$ cat src/rtl/pbm_pkg.sv
`timescale 1ns/1ps
package pbm_pkg;
  typedef enum logic [2:0] {
    ST_IDLE,
    ST_REQ,
    ST_ADDR,
    ST_DATA,
    ST_TURN
  } pbm_state_e;

  localparam logic [3:0] CMD_MEM_RD = 4'b0110;
  localparam logic [3:0] CMD_MEM_WR = 4'b0111;
  localparam logic [3:0] BE_ALL     = 4'b0000;
endpackage

$ cat src/rtl/pbm_lat_tmr.sv
`timescale 1ns/1ps
module pbm_lat_tmr #(
  parameter int LAT_W = 8
) (
  input  logic             clk_i,
  input  logic             rst_ni,
  input  logic             load_i,
  input  logic [LAT_W-1:0] lat_i,
  input  logic             run_i,
  output logic             expired_o
);
  logic [LAT_W-1:0] tmr_q;

  always_ff @(posedge clk_i or negedge rst_ni) begin
    if (!rst_ni)                     tmr_q <= '0;
    else if (load_i)                 tmr_q <= lat_i;
    else if (run_i && tmr_q != '0)   tmr_q <= tmr_q - 1'b1;
  end

  assign expired_o = (tmr_q == '0);


  tmr_load_chk: assert property (@(posedge clk_i) disable iff (!rst_ni)
    load_i |=> (expired_o == ($past(lat_i) == '0)));
endmodule

$ cat src/rtl/pbm_beat_ctr.sv
`timescale 1ns/1ps
module pbm_beat_ctr #(
  parameter int ADDR_W = 32,
  parameter int CNT_W  = 32,
  parameter int STEP   = 4
) (
  input  logic              clk_i,
  input  logic              rst_ni,
  input  logic              load_i,
  input  logic [ADDR_W-1:0] addr_i,
  input  logic [CNT_W-1:0]  cnt_i,
  input  logic              beat_i,
  output logic [ADDR_W-1:0] addr_o,
  output logic              last_o,
  output logic              empty_o
);
  logic [ADDR_W-1:0] addr_q;
  logic [CNT_W-1:0]  cnt_q;

  always_ff @(posedge clk_i or negedge rst_ni) begin
    if (!rst_ni) begin
      addr_q <= '0;
      cnt_q  <= '0;
    end else if (load_i) begin
      addr_q <= addr_i;
      cnt_q  <= cnt_i;
    end else if (beat_i) begin
      addr_q <= addr_q + ADDR_W'(STEP);
      cnt_q  <= cnt_q - 1'b1;
    end
  end

  assign addr_o  = addr_q;
  assign last_o  = (cnt_q == CNT_W'(1));
  assign empty_o = (cnt_q == '0);


  no_underflow_chk: assert property (@(posedge clk_i) disable iff (!rst_ni)
    beat_i |-> cnt_q != '0);

  wait_hold_chk: assert property (@(posedge clk_i) disable iff (!rst_ni)
    (!beat_i && !load_i) |=> ($stable(cnt_q) && $stable(addr_q)));
endmodule

$ cat src/rtl/pbm_fsm.sv
`timescale 1ns/1ps
module pbm_fsm
  import pbm_pkg::*;
(
  input  logic       clk_i,
  input  logic       rst_ni,
  input  logic       start_i,
  input  logic       zero_cnt_i,
  input  logic       dreq_i,
  input  logic       gnt_ni,
  input  logic       trdy_ni,
  input  logic       stop_ni,
  input  logic       last_beat_i,
  input  logic       cnt_empty_i,
  input  logic       tmr_expired_i,
  output pbm_state_e st_o,
  output logic       req_no,
  output logic       frame_no,
  output logic       irdy_no,
  output logic       beat_o,
  output logic       done_o,
  output logic       tmr_load_o,
  output logic       ctr_load_o
);
  pbm_state_e st_q, st_d;
  logic fin_q, fin_d;
  logic done_q, done_d;
  logic in_data, final_ph, trdy_act, stop_act, grab;

  assign in_data  = (st_q == ST_DATA);
  // final phase: last beat of the transfer or a latched early ending
  assign final_ph = in_data && (last_beat_i || fin_q);
  assign trdy_act = !trdy_ni;
  assign stop_act = !stop_ni;
  assign grab     = (st_q == ST_REQ) && dreq_i && !gnt_ni;

  always_comb begin
    st_d   = st_q;
    fin_d  = fin_q;
    done_d = 1'b0;
    unique case (st_q)
      ST_IDLE: if (start_i) begin
        if (zero_cnt_i) done_d = 1'b1;
        else            st_d   = ST_REQ;
      end
      ST_REQ:  if (grab) st_d = ST_ADDR;
      ST_ADDR: st_d = ST_DATA;
      ST_DATA: begin
        if (final_ph) begin
          if (trdy_act || stop_act) begin
            st_d  = ST_TURN;
            fin_d = 1'b0;
          end
        end else if (stop_act || (tmr_expired_i && gnt_ni)) begin
          fin_d = 1'b1;
        end
      end
      ST_TURN: begin
        if (cnt_empty_i) begin
          st_d   = ST_IDLE;
          done_d = 1'b1;
        end else begin
          st_d = ST_REQ;
        end
      end
      default: st_d = ST_IDLE;
    endcase
  end

  always_ff @(posedge clk_i or negedge rst_ni) begin
    if (!rst_ni) begin
      st_q   <= ST_IDLE;
      fin_q  <= 1'b0;
      done_q <= 1'b0;
    end else begin
      st_q   <= st_d;
      fin_q  <= fin_d;
      done_q <= done_d;
    end
  end

  assign st_o       = st_q;
  assign frame_no   = !((st_q == ST_ADDR) || (in_data && !final_ph));
  assign irdy_no    = !in_data;
  assign req_no     = !(((st_q == ST_REQ) && dreq_i) || (st_q == ST_ADDR) ||
                        (in_data && !final_ph));
  assign beat_o     = in_data && trdy_act;
  assign done_o     = done_q;
  assign tmr_load_o = grab;
  assign ctr_load_o = (st_q == ST_IDLE) && start_i;


  done_idle_chk: assert property (@(posedge clk_i) disable iff (!rst_ni)
    done_o |-> st_q == ST_IDLE);

  single_frame_chk: assert property (@(posedge clk_i) disable iff (!rst_ni)
    (st_q == ST_ADDR && last_beat_i) |=> (frame_no && !irdy_no));
endmodule

$ cat src/rtl/pbm_master.sv
`timescale 1ns/1ps
module pbm_master
  import pbm_pkg::*;
#(
  parameter int ADDR_W = 32,
  parameter int DATA_W = 32,
  parameter int CNT_W  = 32,
  parameter int LAT_W  = 8
) (
  input  logic              clk_i,
  input  logic              rst_ni,
  input  logic              start_i,
  input  logic [ADDR_W-1:0] start_addr_i,
  input  logic [CNT_W-1:0]  beat_count_i,
  input  logic              write_i,
  input  logic              dreq_i,
  input  logic [LAT_W-1:0]  lat_timer_i,
  input  logic [DATA_W-1:0] wr_data_i,
  output logic              wr_pop_o,
  output logic [DATA_W-1:0] rd_data_o,
  output logic              rd_valid_o,
  output logic              busy_o,
  output logic              done_o,
  output logic              req_no,
  input  logic              gnt_ni,
  output logic              frame_no,
  output logic              irdy_no,
  input  logic              trdy_ni,
  input  logic              stop_ni,
  output logic [DATA_W-1:0] ad_o,
  input  logic [DATA_W-1:0] ad_i,
  output logic              ad_oe_o,
  output logic [3:0]        cbe_o
);
  localparam int STEP = DATA_W / 8;

  pbm_state_e        st;
  logic              beat, tmr_load, ctr_load, tmr_exp, last_beat, cnt_empty;
  logic [ADDR_W-1:0] cur_addr;
  logic              wr_q;

  always_ff @(posedge clk_i or negedge rst_ni) begin
    if (!rst_ni)       wr_q <= 1'b0;
    else if (ctr_load) wr_q <= write_i;
  end

  pbm_fsm u_fsm (
    .clk_i         (clk_i),
    .rst_ni        (rst_ni),
    .start_i       (start_i),
    .zero_cnt_i    (beat_count_i == '0),
    .dreq_i        (dreq_i),
    .gnt_ni        (gnt_ni),
    .trdy_ni       (trdy_ni),
    .stop_ni       (stop_ni),
    .last_beat_i   (last_beat),
    .cnt_empty_i   (cnt_empty),
    .tmr_expired_i (tmr_exp),
    .st_o          (st),
    .req_no        (req_no),
    .frame_no      (frame_no),
    .irdy_no       (irdy_no),
    .beat_o        (beat),
    .done_o        (done_o),
    .tmr_load_o    (tmr_load),
    .ctr_load_o    (ctr_load)
  );

  pbm_beat_ctr #(.ADDR_W(ADDR_W), .CNT_W(CNT_W), .STEP(STEP)) u_ctr (
    .clk_i   (clk_i),
    .rst_ni  (rst_ni),
    .load_i  (ctr_load),
    .addr_i  (start_addr_i),
    .cnt_i   (beat_count_i),
    .beat_i  (beat),
    .addr_o  (cur_addr),
    .last_o  (last_beat),
    .empty_o (cnt_empty)
  );

  pbm_lat_tmr #(.LAT_W(LAT_W)) u_tmr (
    .clk_i     (clk_i),
    .rst_ni    (rst_ni),
    .load_i    (tmr_load),
    .lat_i     (lat_timer_i),
    .run_i     ((st == ST_ADDR) || (st == ST_DATA)),
    .expired_o (tmr_exp)
  );

  always_comb begin
    ad_o    = '0;
    ad_oe_o = 1'b0;
    cbe_o   = BE_ALL;
    if (st == ST_ADDR) begin
      ad_o    = DATA_W'(cur_addr);
      ad_oe_o = 1'b1;
      cbe_o   = wr_q ? CMD_MEM_WR : CMD_MEM_RD;
    end else if (st == ST_DATA && wr_q) begin
      ad_o    = wr_data_i;
      ad_oe_o = 1'b1;
    end
  end

  assign wr_pop_o   = beat && wr_q;
  assign rd_valid_o = beat && !wr_q;
  assign rd_data_o  = ad_i;
  assign busy_o     = (st != ST_IDLE);


  frame_release_chk: assert property (@(posedge clk_i) disable iff (!rst_ni)
    $rose(frame_no) |-> !irdy_no);

  turnaround_chk: assert property (@(posedge clk_i) disable iff (!rst_ni)
    $rose(irdy_no) |-> (frame_no && req_no && !ad_oe_o));

  cmd_code_chk: assert property (@(posedge clk_i) disable iff (!rst_ni)
    $fell(frame_no) |-> (irdy_no && (cbe_o == CMD_MEM_RD || cbe_o == CMD_MEM_WR)));

  req_gate_chk: assert property (@(posedge clk_i) disable iff (!rst_ni)
    $fell(req_no) |-> dreq_i);

  pop_beat_chk: assert property (@(posedge clk_i) disable iff (!rst_ni)
    (wr_pop_o || rd_valid_o) |-> (!irdy_no && !trdy_ni));
endmodule

$ cat config.mk
export PLATFORM = sky130hd
export DESIGN_NAME = pbm_master
export DESIGN_NICKNAME = d
export VERILOG_FILES = /design/src/rtl/pbm_pkg.sv /design/src/rtl/pbm_lat_tmr.sv /design/src/rtl/pbm_beat_ctr.sv /design/src/rtl/pbm_fsm.sv /design/src/rtl/pbm_master.sv
export SDC_FILE = /design/constraint.sdc
export NUM_CORES = 1
export LEC_CHECK = 0
export BUFFER_PORTS_ARGS = -buffer_cell sky130_fd_sc_hd__buf_4
export CAP_MARGIN = 40
export CORE_UTILIZATION = 40
export DETAILED_ROUTE_END_ITERATION = 7
export PLACE_DENSITY_LB_ADDON = 0.3
export SETUP_SLACK_MARGIN = 0.02
export SLEW_MARGIN = 20
export SYNTH_ARGS = -nofsm -noshare
export SYNTH_HDL_FRONTEND = slang
export SYNTH_SLANG_ARGS = --single-unit
$ cat constraint.sdc
create_clock -name clk_i -period 2.81 [get_ports clk_i]
set_clock_uncertainty 0.15 [all_clocks]
set_input_delay 0.562 -clock clk_i [delete_from_list [all_inputs] [get_ports clk_i]]
set_output_delay 0.562 -clock clk_i [all_outputs]
set_load 0.05 [all_outputs]
# [After elaboration in Yosys (flattened, before gate mapping)]
# Cells that the tools add are included.
[classes] n_addsub=3 muxes=26 reduce_logical=37 n_eq_ne=11
[op_table] operator="$mux 32" n=6
[op_table] operator="$logic_not 32->1" n=2
[op_table] operator="$add 32x3->32 const B" n=1
[op_table] operator="$eq 32x1->1 const B" n=1
[op_table] operator="$sub 32x1->32 const B" n=1
[op_table] operator="$mux 3" n=6
[op_table] operator="$mux 8" n=2
[op_table] operator="$pmux 3 s5" n=1
[op_table] operator="$ne 2x2->1 const B" n=6
[op_table] operator="$logic_and 1x1->1" n=11
[op_table] operator="$mux 1" n=10
[op_table] operator="$logic_not 1->1" n=8
[op_table] operator="$logic_not 8->1" n=1
[op_table] operator="$reduce_bool 8->1" n=1
[op_table] operator="$sub 8x1->8 const B" n=1
[op_table] operator="$logic_or 1x1->1" n=7
[op_table] operator="$eq 3x2->1 const B" n=2
[op_table] operator="$reduce_bool 2->1" n=3
[op_table] operator="$reduce_and 5->1" n=1
[op_table] operator="$eq 3x1->1 const B" n=1
[op_table] operator="$eq 3x3->1 const B" n=1
[op_table] operator="$logic_not 3->1" n=1
[op_table] operator="$reduce_and 3->1" n=1
[op_table] operator="$reduce_bool 3->1" n=1
[op_table] operator="$pmux 1 s2" n=1
[word_totals] ff_bits=78 wordCells=84

# [Longest topological paths before layout]
[logic_depth] depth_word=7 mapped_depth=8

# [Cells and area by module]
# Synthesis repeated with hierarchy kept, for this count alone.
[hier_totals] cells_unflattened=603 hier_area_um2=5393.9
[by_module_without_submodules] module="pbm_beat_ctr" cells_per_inst=413 instances=1 area_per_inst_um2=3708.6 seq_area_each_um2=1601.5
[by_module_without_submodules] module="pbm_master" cells_per_inst=96 instances=1 area_per_inst_um2=828.3 seq_area_each_um2=25.0
[by_module_without_submodules] module="pbm_lat_tmr" cells_per_inst=58 instances=1 area_per_inst_um2=528.0 seq_area_each_um2=200.2
[by_module_without_submodules] module="pbm_fsm" cells_per_inst=36 instances=1 area_per_inst_um2=329.1 seq_area_each_um2=125.1

# [Worst setup path before layout]
# OpenSTA, ideal clock, no wires.
[synth_timing] path_type="register -> output" startpoint="reg u_ctr.cnt_q[4]" endpoint="out req_no" n_path_buf=0 path_stages_with_launch=6 slack_ns=-0.422 t_arrival_ns=2.520 cell_sequence="dfrtp_1 > or4_4 > nor4_4 > and4b_1 > a211oi_2 > a21oi_1"
[synth_via] elab_chain_len=7
[synth_lines] item="from (decl)" line_no="pbm_beat_ctr.sv:18" text="logic [CNT_W-1:0] cnt_q;"
[synth_lines] item="from (signal assigned)" line_no="pbm_beat_ctr.sv:26" text="cnt_q <= cnt_i;"
[synth_lines] item="from (signal assigned)" line_no="pbm_beat_ctr.sv:29" text="cnt_q <= cnt_q - 1'b1;"
[synth_lines] item="$eq 32x1->1" line_no="pbm_beat_ctr.sv:34" text="assign last_o = (cnt_q == CNT_W'(1));"
[synth_lines] item="$logic_or 1x1->1" line_no="pbm_fsm.sv:32" text="assign final_ph = in_data && (last_beat_i || fin_q);"
[synth_lines] item="$logic_and 1x1->1" line_no="pbm_fsm.sv:32"
[synth_lines] item="$logic_not 1->1" line_no="pbm_fsm.sv:86" text="(in_data && !final_ph));"
[synth_lines] item="$logic_and 1x1->1" line_no="pbm_fsm.sv:86"
[synth_lines] item="$logic_or 1x1->1" line_no="pbm_fsm.sv:85" text="assign req_no = !(((st_q == ST_REQ) && dreq_i) || (st_q == ST_ADDR) ||"
[synth_lines] item="$logic_not 1->1" line_no="pbm_fsm.sv:85"
[synth_lines] item="to (decl)" line_no="pbm_master.sv:24" text="output logic req_no,"
# No other way between the ends.

# [Final worst setup path]
[layout_timing] startpoint="reg u_ctr.cnt_q[2]" endpoint="out req_no"
# The elaborated chain is that of the path after synthesis.

==> flow_summary.yaml <==
status:
  run_status: "complete, but fails checks"
  violations: "setup timing"
logic_synthesis:
  synth.avg_cell_area_um2: 8.35
  synth_edf_count: 0
  syn_area_mm2: 0.00528
  ys.flop_type: "dfrtp_1"
  yosysSeqAreaShare_pct: 37.0
  synth_fp_nets: 782
  syn_inst: 632
  async_flop_share_pct: 100
  synth_seq_cells: 78
  synth_cell_types: 59
  yosysWarnings: 0
cts:
  cts_tree: "done"
  clk_latency_ps: 340
  htreeDepth: 3
  numClockSinks: 78
  cts_buffers: 9
  cts_buffer_depth: 2
  clk_pin_slew_ps: 60
  root_buffer: "clkbuf_16"
  holdBufCountCts: 0
global_routing:
  grt-ovfl-total: 0
  grtUsageTotal_pct: 25.7
  antenna_found_initial: 0
  grt_pass1_wl_um: 27000
  grt_pass1_vias: 5501
  grt_max_degree: 73
pwr:
  p_leak_nw: 3.11
  ir_drop_mv: 0.805
  powerDensity_mw_per_mm2: 1030
finish:
  areaGrowthSynthToFinish_pct: 33.2
  design_area_mm2: 0.00703
  utilization_pct: 55.3
  nets: 919
  drive_above_1_share_pct: 30.9
  antenna_cells: 0
worst_setup_path:
  arrival_ps: 2350
  worst_setup_path_start_kind: "flip-flop"
  worst_path_dominant_cell_family: "simple AND/OR/NAND/NOR gates"
  slowest_delay_ps: 560
  critPathBufInv: 1
  worst_r2r_endpoint: "u_ctr.addr_o[31]"
  path_max_fanout: 3
  cp_cell_sequence: "or4_4 -> nor4_4 -> and4b_2 -> a211oi_4 -> a21oi_4 -> buf_6"
  r2r_cells: 6
  endpoint: "req_no"
  crit_slowest_cell: "or4_4"
  crit_path_start: "u_ctr.cnt_q[2]"
  end_kind: "output pin"
  r2r-start: "u_ctr.addr_o[5]"
  worstPathRequired_ps: 2100
  reg2reg_slack_ps: 270
  crit_cells: 6
  crit_type: "reg2out"
timing:
  timing.final.ws_setup_ps: -247
  hold_violations: 0
  fmax_ghz: 0.327
  period_needed_ps: 3060
  tightest_slew_ps: 641
  drv_slew: 0
  setup_viol_count_final: 2
  post-route-period-util_pct: 109
  maxSlewHeadroom_pct: 56.9
  rsz0062_at_grt: "yes"
min_path:
  hold_path.class: "in2async"
drt:
  drc_errors: 0
  vias: 5576
  totalWireLength_um: 16900
  ant_nets: 0
  vias_per_cell: 5.89
  routedWlPerCell_um: 17.9
  firstDrtPassIters: 5
  drt_iter0_markers: 404
placement:
  gp_congestion: 0.890
  dp_hpwl_um: 12400
  portBuffers: 154
  place_area_mm2: 0.00667
floorplanning:
  row_count: 41
  start_util_pct: 41.5
  die_h_um: 117
  core-area_mm2: 0.0127
  ios: 220
  dieArea_mm2: 0.0137
  die_w_um: 117
run:
  drv_cap: 0
## sequential cells by signal (all words and copies together) (netlist names)
register / flops
u_ctr.cnt_q: 32
u_fsm.done_o: 1
u_fsm.fin_q: 1
u_ctr.addr_o: 32
u_fsm.st_o: 3
u_tmr.tmr_q: 8
wr_q: 1
## cell usage after synthesis (2+ instances only)
| cell type | instances | area (µm²) |
|---|---|---|
| a22o_1 | 33 | 289 |
| a221o_1 | 9 | 90.1 |
| clkbuf_1 | 32 | 120 |
| o21ai_0 | 42 | 210 |
| nor3_1 | 21 | 105 |
| a31oi_1 | 11 | 68.8 |
| and2_0 | 2 | 12.5 |
| a41oi_1 | 4 | 35.0 |
| a211o_1 | 6 | 52.6 |
| nand3_1 | 30 | 150 |
| inv_1 | 11 | 41.3 |
| a21o_1 | 2 | 15.0 |
| o311a_1 | 2 | 20.0 |
| and4_1 | 4 | 35.0 |
| nand2_1 | 84 | 315 |
| or4_4 | 2 | 22.5 |
| dfrtp_1 | 78 | 1950 |
| ha_1 | 6 | 75.1 |
| buf_4 | 34 | 255 |
| nor2_1 | 36 | 135 |
| a211oi_1 | 2 | 15.0 |
| or3_1 | 6 | 37.5 |
| nor4_1 | 25 | 156 |
| o311ai_0 | 7 | 61.3 |
| o21a_1 | 2 | 15.0 |
| and4b_1 | 2 | 20.0 |
| a22oi_1 | 7 | 52.6 |
| buf_2 | 4 | 20.0 |
| a21oi_1 | 27 | 135 |
| nor2b_1 | 3 | 18.8 |
| or2_2 | 4 | 25.0 |
| or4_1 | 8 | 60.1 |
| o211ai_1 | 12 | 90.1 |
| o221ai_1 | 2 | 17.5 |
| buf_1 | 3 | 11.3 |
| nand4_1 | 19 | 119 |
| and3_1 | 11 | 68.8 |
| o31ai_1 | 2 | 15.0 |
| xnor2_1 | 11 | 96.3 |
| xor2_1 | 7 | 61.3 |
## through the flow
step / setup TNS, ps / total power, mW / worst slack (ps) / std cells / hold slack (ps)
2_1_floorplan: -6.98 / 4.73 / -6.98 / 632 / 116
3_3_place_gp: 0 / 5.85 / 66.9 / 926 / 321
3_5_place_dp: 0 / 5.98 / 35.5 / 927 / 316
4_1_cts: -457 / 7.26 / -244 / 945 / 41.9
5_1_grt: -601 / 7.80 / -304 / 946 / 53.9
6_report: -487 / 7.27 / -247 / 946 / 31.5
## metal layers
metal	vias up	share of wire, %	global-route usage [%]
li1	2635	-	-
met1	2634	43	33.3
met2	255	47	41.4
met3	52	7.8	5.51
met4	0	2.8	10.9
met5	-	0	0
## power by group
group          total [mW]  switching (mW)  internal, mW
clock network        1.19           0.460         0.732
registers            2.22           0.584          1.64
logic                3.86            2.29          1.57
total                7.27            3.33          3.94
## worst min path at each step
stage	from	end	slack [ps]	cells past startpoint
finish	rst_ni	u_ctr.addr_o[15]	30	1
CTS	rst_ni	u_ctr.addr_o[24]	40	1
floorplan	rst_ni	u_ctr.addr_o[0]	120	0
detailed placement	u_ctr.addr_o[0]	u_ctr.addr_o[0]	320	2
global placement	u_ctr.addr_o[1]	u_ctr.addr_o[1]	320	2
global route	rst_ni	u_ctr.addr_o[24]	50	1
## kinds of logic (layout without fill, tap and decap cells)
group,Yosys count,after routing,share of synthesized area [%]
AOI/OAI and AO/OA,177,177,23.6
xor gates and xnor gates,18,18,2.99
adders and majority gates,6,6,1.42
buffers and inverters,84,226,8.48
DFF,78,78,37.0
muxes,1,1,0.190
other,1,1,0.0710
and+or+nand+nor,267,267,26.3
## cell usage in the layout (no fill, tap or decap), types with 20 or more instances in the layout
cell type	n
nor2_1	33
buf_4	192
nand3_1	30
a22o_1	33
dfrtp_1	76
nor3_1	20
a21oi_1	26
o21ai_0	42
nand2_1	84
nor4_1	24
## timing repair
item                       CTS  global route
pin swaps                    4             5
resized for setup            7             4
buffers inserted             2             1
setup endpoints to repair   19            35
## cell type report
class | count | area, µm²
repair buffers | 199 | 1560
clock buffers | 12 | 256
well taps | 172 | 215
clock inverters | 4 | 45.0
multi-input cells | 470 | 2960
flip-flops and latches | 78 | 1950
inverters | 11 | 41.3
fillers | 1257 | 5690
Power figures use the tool's default switching activity.
